===== config.mk =====
export PLATFORM = sky130hd
export DESIGN_NAME = wdt_dual_clear
export DESIGN_NICKNAME = d
export VERILOG_FILES = /design/src/rtl/wdt_pkg.sv /design/src/rtl/wdt_prescaler.sv /design/src/rtl/wdt_clear_seq.sv /design/src/rtl/wdt_dual_clear.sv
export SDC_FILE = /design/constraint.sdc
export NUM_CORES = 1
export LEC_CHECK = 0
export BUFFER_PORTS_ARGS = -buffer_cell sky130_fd_sc_hd__buf_2
export CAP_MARGIN = 20
export CORE_MARGIN = 1.5
export CORE_UTILIZATION = 45
export DETAILED_ROUTE_END_ITERATION = 10
export PLACE_DENSITY = 0.67
export SKIP_LAST_GASP = 1
export SLEW_MARGIN = 20
export SYNTH_ARGS = -nofsm -noshare
export SYNTH_HDL_FRONTEND = slang
export SYNTH_SLANG_ARGS = --single-unit

===== constraint.sdc =====
create_clock -name clk -period 4.65 [get_ports clk]
set_input_delay 1.1625 -clock clk [delete_from_list [all_inputs] [get_ports clk]]
set_output_delay 1.1625 -clock clk [all_outputs]
set_load 0.03 [all_outputs]

===== src/rtl/wdt_pkg.sv =====
package wdt_pkg;

    // Clear tracker encoding: 0 idle, 1 last lone strobe was A, 2 last lone strobe was B
    typedef enum logic [1:0] {
        SEQ_IDLE  = 2'd0,
        SEQ_SAW_A = 2'd1,
        SEQ_SAW_B = 2'd2
    } seq_state_e;

    typedef struct packed {
        logic stage;
        logic to_flag;
        logic pd_flag;
        logic halted;
        logic rst_pulse;
        logic wake_pulse;
    } core_regs_t;

endpackage


===== src/rtl/wdt_prescaler.sv =====
module wdt_prescaler #(
    parameter int PRE_BITS = 6,
    parameter int TAP_W    = $clog2(PRE_BITS)
) (
    input  logic             clk,
    input  logic             rst_n,
    input  logic             run,
    input  logic             restart,
    input  logic [TAP_W-1:0] tap_sel,
    output logic             tick
);

    localparam logic [TAP_W-1:0] TAP_MAX = TAP_W'(PRE_BITS - 1);

    logic [PRE_BITS-1:0] cnt_d, cnt_q;
    logic [PRE_BITS-1:0] carry;
    logic [TAP_W-1:0]    tap_eff;

    // carry[i]: bits i..0 all ones, so the next increment carries out of bit i
    for (genvar gi = 0; gi < PRE_BITS; gi++) begin : g_carry
        assign carry[gi] = &cnt_q[gi:0];
    end

    always_comb begin
        tap_eff = (tap_sel > TAP_MAX) ? TAP_MAX : tap_sel;
        tick    = run && carry[tap_eff];
        if (!run || restart) begin
            cnt_d = '0;
        end else begin
            cnt_d = cnt_q + 1'b1;
        end
    end

    always_ff @(posedge clk or negedge rst_n) begin
        if (!rst_n) begin
            cnt_q <= '0;
        end else begin
            cnt_q <= cnt_d;
        end
    end

endmodule


===== src/rtl/wdt_clear_seq.sv =====
module wdt_clear_seq
    import wdt_pkg::*;
(
    input  logic       clk,
    input  logic       rst_n,
    input  logic       cmd_a,
    input  logic       cmd_b,
    input  logic       abort,
    output logic       done,
    output seq_state_e state_o
);

    seq_state_e state_d, state_q;
    logic       lone_a, lone_b;

    always_comb begin
        lone_a  = cmd_a && !cmd_b;
        lone_b  = cmd_b && !cmd_a;
        done    = 1'b0;
        state_d = state_q;
        if (abort) begin
            state_d = SEQ_IDLE;
        end else if (lone_a) begin
            if (state_q == SEQ_SAW_B) begin
                done    = 1'b1;
                state_d = SEQ_IDLE;
            end else begin
                state_d = SEQ_SAW_A;
            end
        end else if (lone_b) begin
            if (state_q == SEQ_SAW_A) begin
                done    = 1'b1;
                state_d = SEQ_IDLE;
            end else begin
                state_d = SEQ_SAW_B;
            end
        end
    end

    always_ff @(posedge clk or negedge rst_n) begin
        if (!rst_n) begin
            state_q <= SEQ_IDLE;
        end else begin
            state_q <= state_d;
        end
    end

    assign state_o = state_q;

endmodule


===== src/rtl/wdt_dual_clear.sv =====
module wdt_dual_clear #(
    parameter int PRE_BITS = 6,
    parameter int TAP_W    = $clog2(PRE_BITS)
) (
    input  logic             clk,
    input  logic             rst_n,
    input  logic             enable,
    input  logic             clr_a,
    input  logic             clr_b,
    input  logic             halt,
    input  logic [TAP_W-1:0] tap_sel,
    output logic             reset_pulse,
    output logic             wake_pulse,
    output logic             to_flag,
    output logic             pd_flag
);
    import wdt_pkg::*;

    logic       tick;
    logic       clr_done;
    logic       overflow;
    seq_state_e seq_q;
    core_regs_t r_d, r_q;

    wdt_prescaler #(
        .PRE_BITS(PRE_BITS),
        .TAP_W   (TAP_W)
    ) u_pre (
        .clk    (clk),
        .rst_n  (rst_n),
        .run    (enable),
        .restart(halt),
        .tap_sel(tap_sel),
        .tick   (tick)
    );

    wdt_clear_seq u_seq (
        .clk    (clk),
        .rst_n  (rst_n),
        .cmd_a  (clr_a),
        .cmd_b  (clr_b),
        .abort  (halt),
        .done   (clr_done),
        .state_o(seq_q)
    );

    always_comb begin
        r_d          = r_q;
        // halt and a completed clear both outrank a wrap of the final stage
        overflow     = tick && r_q.stage && !halt && !clr_done;
        r_d.rst_pulse  = overflow && !r_q.halted;
        r_d.wake_pulse = overflow && r_q.halted;

        if (!enable || halt || clr_done) begin
            r_d.stage = 1'b0;
        end else if (tick) begin
            r_d.stage = ~r_q.stage;
        end

        if (halt) begin
            r_d.to_flag = 1'b0;
            r_d.pd_flag = 1'b1;
            r_d.halted  = 1'b1;
        end else begin
            if (clr_done) begin
                r_d.to_flag = 1'b0;
                r_d.pd_flag = 1'b0;
            end
            if (overflow) begin
                r_d.to_flag = 1'b1;
                r_d.halted  = 1'b0;
            end
        end
    end

    always_ff @(posedge clk or negedge rst_n) begin
        if (!rst_n) begin
            r_q <= '0;
        end else begin
            r_q <= r_d;
        end
    end

    assign reset_pulse = r_q.rst_pulse;
    assign wake_pulse  = r_q.wake_pulse;
    assign to_flag     = r_q.to_flag;
    assign pd_flag     = r_q.pd_flag;

endmodule


Word level (Yosys, flattened, before mapping)
Index checks and enable logic that the tools add are counted. Widths: inputs -> output; s select.

Word-level logic and storage cells: 60. Output and inout port bits: 4. Bits in registers: 14.

Reduce and logical (&&, ||, !) cells: 26. Muxes and demuxes: 20. Bitwise logic cells: 1. $lt $le $gt $ge: 2. $add $sub $neg: 1. Eq/ne operators: 2.

Operators with widths (count): $mux 1 (11); $mux 2 (5); $logic_and 1x1->1 (8); $add 6x1->6 const B (1); $logic_not 1->1 (6); $mux 3 (2); $mux 6 (1); $reduce_and 6->1 (1); $reduce_bool 2->1 (3); $reduce_bool 3->1 (2); $reduce_and 5->1 (1); $lt 3x4->1 const B (1); $reduce_and 4->1 (1); $bmux 1 s3 (1); $gt 3x3->1 const B (1); $reduce_and 3->1 (1); $eq 2x1->1 const B (1); $eq 2x2->1 const B (1); $logic_or 1x1->1 (2); $reduce_and 2->1 (1); $not 1->1 (1).

Depth between registers and ports, before layout
Depth in word-level cells: 10. Gate-level depth with buffers: 6. Mapped depth without buffers: 6.

Modules after synthesis
From an unflattened synthesis, not the netlist that was laid out.

Cells, all modules: 63. Area total of the unflattened synthesis: 679.4 um^2.

By module, submodules not included: wdt_prescaler (instances 1, area an instance 337.8 um^2, cells an instance 33, sequential area each 150.1 um^2); wdt_dual_clear (instances 1, area an instance 222.7 um^2, cells an instance 17, sequential area each 150.1 um^2); wdt_clear_seq (instances 1, area an instance 118.9 um^2, cells an instance 13, sequential area each 50.0 um^2).

Worst setup path before layout
OpenSTA, ideal clock, no wires.

Kind: input to register. Start: in tap_sel[0]. End: reg r_q[5] (netlist bit). Arrival: 2168 ps. Library setup time: 125 ps. Stages: 4. Path slack: 2357 ps. Cell sequence: nor2b_1 > a2111oi_0 > or4_4 > mux2_4.

Word-level cells in the longest chain between the ends: 6.

Ends and longest elaborated chain: start: declaration (RTL line wdt_dual_clear.sv:11) `input logic [TAP_W-1:0] tap_sel,`; $gt 3x3->1 (RTL line wdt_prescaler.sv:25) `tap_eff = (tap_sel > TAP_MAX) ? TAP_MAX : tap_sel;`; $mux 3 * (RTL line wdt_prescaler.sv:25); $bmux 1 s3 * (RTL line wdt_prescaler.sv:26) `tick = run && carry[tap_eff];`; $mux 1 (not written as such) * (RTL line wdt_prescaler.sv:26); $logic_and 1x1->1 * (RTL line wdt_prescaler.sv:26); $reduce_bool 2->1 (no line) *; end signal: assignment (RTL line wdt_dual_clear.sv:80) `r_q <= r_d;`; end: declaration (RTL line wdt_dual_clear.sv:23) `core_regs_t r_d, r_q;`.

Every way passes the cells marked *; elsewhere a longest branch is shown, timed or not. The select of a mux whose other input is x is not followed. A chain may end at the register's enable or synchronous reset.

Worst setup path in the final report
Same ends and word-level chain as after synthesis.

==> results.txt <==
----------------------------------------------------
[Run status]
  Outcome ... finished clean

[Pwr]
  Pwr Density ... 279.1 nW/um2
  Int Power ... ~0.16 mW
  Flop pwr share ... 58.1%
  Largest vdd supply drop ... 0.0001512 V
  Combinational cell fraction of total power ... 10.5%
  Net switching power of the design ... 0.05413 mW
  Leak pwr ... 0.3854 nW
  Net Sw Frac ... between 20% and 30%
  Clock power share ... 31.4%
  Tot Pwr ... between 0.2 and 0.25 mW

[Floorplan]
  Number of placement rows ... 13
  Full die area ... 1758 um2
  Top-Level Pins ... 13
  DIE WIDTH ... 41.93 um
  Vertical die dimension ... 41.93 um
  Placeable core region ... approximately 1400 um2
  Initial core utilization ... 50.51%

[Route]
  Starting DRT DRC Count ... 3
  Total number of vias ... about 520
  Per-cell routed wire length ... 12.77 um
  Mean number of vias per cell ... 5.489
  Initial DRT Pass Iterations ... 3
  Antenna violation net count after detailed routing ... 0
  Final WL ... about 1200 um
  DRC violations left ... 0

[Layout]
  Area growth from synthesis to final layout ... 14.86%
  Filler Cells Inserted ... 121
  Fraction of layout cells with a size suffix above 1 ... 24.05%
  Count of inserted antenna diode cells ... 0
  Final net count ... 93

[Placement]
  Count of buffers from port buffering ... 12
  Estimated wirelength of the detail-placed design ... roughly 900 um
  Worst setup timing slack at the placement stage ... 2.173 ns
  Final estimated routing congestion in global placement ... 0.7193

[Timing]
  Number of max-slew violations in the final report ... 0
  Setup_tns ... 0 ns
  Post-route minimum period ... between 2 and 2.5 ns
  Clock skew after layout ... 0.007827 ns
  Worst Setup Slack, final ... 2.463 ns
  Highest achievable clock rate ... 0.4573 GHz
  Slew HR ... between 60 and 70%
  Final setup fails ... 0
  Final Hold Violating Endpoints ... 0
  Slew @ Worst Pin ... 0.4574 ns
  Setup repair after global routing missed its margin ... no
  Post-route fraction of the period consumed by the critical path ... a little under half

[Clock network]
  Post-CTS setup repair buffer count ... 0
  Clock transition at the registers of the reported paths ... about 0.070 ns
  Clock tree root driver cell ... sky130_fd_sc_hd__clkbuf_4
  CTS HTree Levels ... 1
  Clock tree buffer depth ... 2
  Clock latency on the worst-skew pair ... 0.28 ns
  CTS tree ... yes
  CTS buffer count ... 3
  Clock tree sinks ... 14
  Hold-fix buffer count after cts ... 0
  Post-CTS resize count ... 0

[Logic synthesis]
  Library cells used by synthesis ... 26
  Synthesis warning total ... 0
  Synthesis-stage register bit count ... 14
  Part of the Yosys area used for sequential elements ... 51.38%
  Post-Syn Area ... 681.9 um2
  Avg Inst Size Synth ... about 11 um2
  Post-Syn Instances ... 64
  Largest area contributor in the netlist ... sky130_fd_sc_hd__dfrtp_1
  Synth top area cells ... sky130_fd_sc_hd__dfrtp_1 (51%), sky130_fd_sc_hd__ha_1 (5.5%), sky130_fd_sc_hd__nor2_1 (3.9%), sky130_fd_sc_hd__nor4bb_1 (2.9%), sky130_fd_sc_hd__and2_1 (2.8%)
  Syn Nets ... 76
  Synth top area share ... around 51%

[Critical path]
  Worst Reg2Reg Path Length in Cells ... 6
  Reg2Reg Setup Slack ... roughly 2.6 ns
  Critical path, cell by cell ... buf_2 > nor2b_1 > a2111oi_0 > or4_4 > mux2_4
  Worst EP required ... slightly below 5 ns
  Endpoint of the worst-slack reg-to-reg timing path ... r_q[5]
  CP max stage delay ... 0.58 ns
  Kind of capture point of the worst setup path ... flip-flop
  R2R Path Start ... u_pre.cnt_q[0]
  Class of the most critical setup path ... primary input to flip-flop
  Arrival time worst endpoint ... between 2 and 2.5 ns
  Master of the slowest instance on the critical path ... sky130_fd_sc_hd__or4_4
  Buffers and inverters on the worst path ... 1
  Maximum net fanout on the critical path ... 6
  Cell class contributing the biggest share of worst-path delay ... simple AND/OR/NAND/NOR gates
  Critical path launch point type ... primary input
  Stages on the worst setup path ... 5

[Global route]
  Largest net degree at the start of global routing ... 15
  Number of antenna violations at the first check in global routing ... 0
  Wire length of the first global-routing pass ... 2063 um
  Total routing usage reported by global routing ... ~16%
  Remaining global-route overflow ... 0
  Via count of the first global-routing pass ... 474

[Hold path]
  Endpoint with the worst hold slack ... reset_pulse
  HP Class ... flip-flop to flip-flop
  Startpoint of the most critical hold path ... r_q[2]
  Number of cells on the worst hold path ... 1

[Flow run]
  Count of maximum capacitance violations ... 0

----------------------------------------------------
layout by cell type (no fill, tap or decap):
| cell | count |
|---|---|
| sky130_fd_sc_hd__dfrtp_1 | 14 |
| sky130_fd_sc_hd__buf_2 | 12 |
| sky130_fd_sc_hd__nor2_1 | 7 |
| sky130_fd_sc_hd__inv_1 | 4 |
| sky130_fd_sc_hd__nor2b_1 | 3 |
| sky130_fd_sc_hd__and2_1 | 3 |
| sky130_fd_sc_hd__o21ai_0 | 3 |
| sky130_fd_sc_hd__nor3_1 | 3 |
| sky130_fd_sc_hd__nand2_1 | 3 |
| sky130_fd_sc_hd__ha_1 | 3 |
| sky130_fd_sc_hd__clkbuf_4 | 3 |
| sky130_fd_sc_hd__nand2b_1 | 2 |
| sky130_fd_sc_hd__a2111oi_0 | 2 |
| sky130_fd_sc_hd__nor4bb_1 | 2 |
| sky130_fd_sc_hd__a21oi_1 | 2 |
| sky130_fd_sc_hd__nand3_1 | 1 |
| sky130_fd_sc_hd__xor2_1 | 1 |
| sky130_fd_sc_hd__and3_4 | 1 |
| sky130_fd_sc_hd__o41ai_1 | 1 |
| sky130_fd_sc_hd__a31oi_1 | 1 |
| sky130_fd_sc_hd__or4_4 | 1 |
| sky130_fd_sc_hd__xnor2_1 | 1 |
| sky130_fd_sc_hd__a2bb2oi_1 | 1 |
| sky130_fd_sc_hd__nor4_1 | 1 |
| sky130_fd_sc_hd__and3_1 | 1 |
| sky130_fd_sc_hd__mux2_4 | 1 |
| sky130_fd_sc_hd__a21o_1 | 1 |
| sky130_fd_sc_hd__o22a_2 | 1 |
worst max path at each step:
stage               startpoint     end
CTS                 tap_sel[0]  r_q[5]
floorplan           tap_sel[0]  r_q[5]
detailed placement  tap_sel[0]  r_q[5]
finish              tap_sel[0]  r_q[5]
global placement    tap_sel[0]  r_q[5]
global route             clr_b  r_q[5]
state kept, by name, summed over array words and instances, names as in the netlist:
name           cells
u_pre.cnt_q        6
r_q                2
reset_pulse        1
wake_pulse         1
to_flag            1
pd_flag            1
u_seq.state_o      2
layout make-up:
class	instances	area, um2	area share (%)
inverter	4	15.01	1.917
sequential	14	350.3	44.73
clock buffer	3	22.52	2.875
timing repair buffer	12	60.06	7.668
multi-input combinational	46	316.6	40.42
tap	15	18.77	2.396
worst reg2reg max path, delay by kind of cell (launching register included):
kind,cells,cell delay [ns]
flip-flops,1,0.41
multiplexers,1,0.29
adder cells (fa/ha/maj),2,0.41
AO/OA/AOI/OAI,1,0.41
AND/OR/NAND/NOR,2,0.40
logic make-up after synthesis:
family	count (synthesis)	share of synthesized area, %
multiplexers	1	2.201
flip-flops	14	51.38
AO/OA/AOI/OAI	12	12.29
XOR/XNOR	2	2.569
adder cells (fa/ha/maj)	3	5.505
AND/OR/NAND/NOR	28	23.85
buffers and inverters	4	2.201
metrics by stage:
stage / instances / hold WS (ns) / area [um2] / util (%)
3_5_place_dp: 91 / 0.4527 / 760.7 / 56.35
5_1_grt: 94 / 0.4969 / 783.3 / 58.02
4_1_cts: 94 / 0.4634 / 783.3 / 58.02
2_1_floorplan: 64 / 0.4333 / 681.9 / -
3_3_place_gp: 91 / 0.4474 / 760.7 / 56.35
6_report: 94 / 0.4614 / 783.3 / 58.02
power groups by stage:
stage | Sequential [mW] | Combinational (mW) | Clock, mW
floorplan | 0.130 | 0.0112 | 0
global placement | 0.129 | 0.0226 | 0
detailed placement | 0.129 | 0.0232 | 0
CTS | 0.127 | 0.0233 | 0.0714
global route | 0.128 | 0.0260 | 0.0759
finish | 0.127 | 0.0229 | 0.0687
synth_stat cells, drive strengths merged:
| cell | n |
|---|---|
| nor3 | 3 |
| nor4 | 1 |
| ha | 3 |
| dfrtp | 14 |
| a2111oi | 2 |
| or4 | 1 |
| nand2b | 2 |
| nor4bb | 2 |
| mux2 | 1 |
| o22a | 1 |
| and2 | 3 |
| nor2b | 3 |
| a31oi | 1 |
| inv | 4 |
| a2bb2oi | 1 |
| xor2 | 1 |
| a21o | 1 |
| a21oi | 2 |
| o41ai | 1 |
| o21ai | 3 |
| nand2 | 3 |
| xnor2 | 1 |
| nand3 | 1 |
| nor2 | 7 |
| and3 | 2 |
layer usage:
layer | vias up | GRT usage (%) | wire [um]
li1 | 261 | - | -
met3 | 5 | 5.217 | 49
met4 | 0 | 9.677 | 34
met2 | 11 | 23.44 | 547
met1 | 239 | 20.77 | 570
met5 | - | 0 | 0
Note: power is estimated with default switching activity, not from simulation.
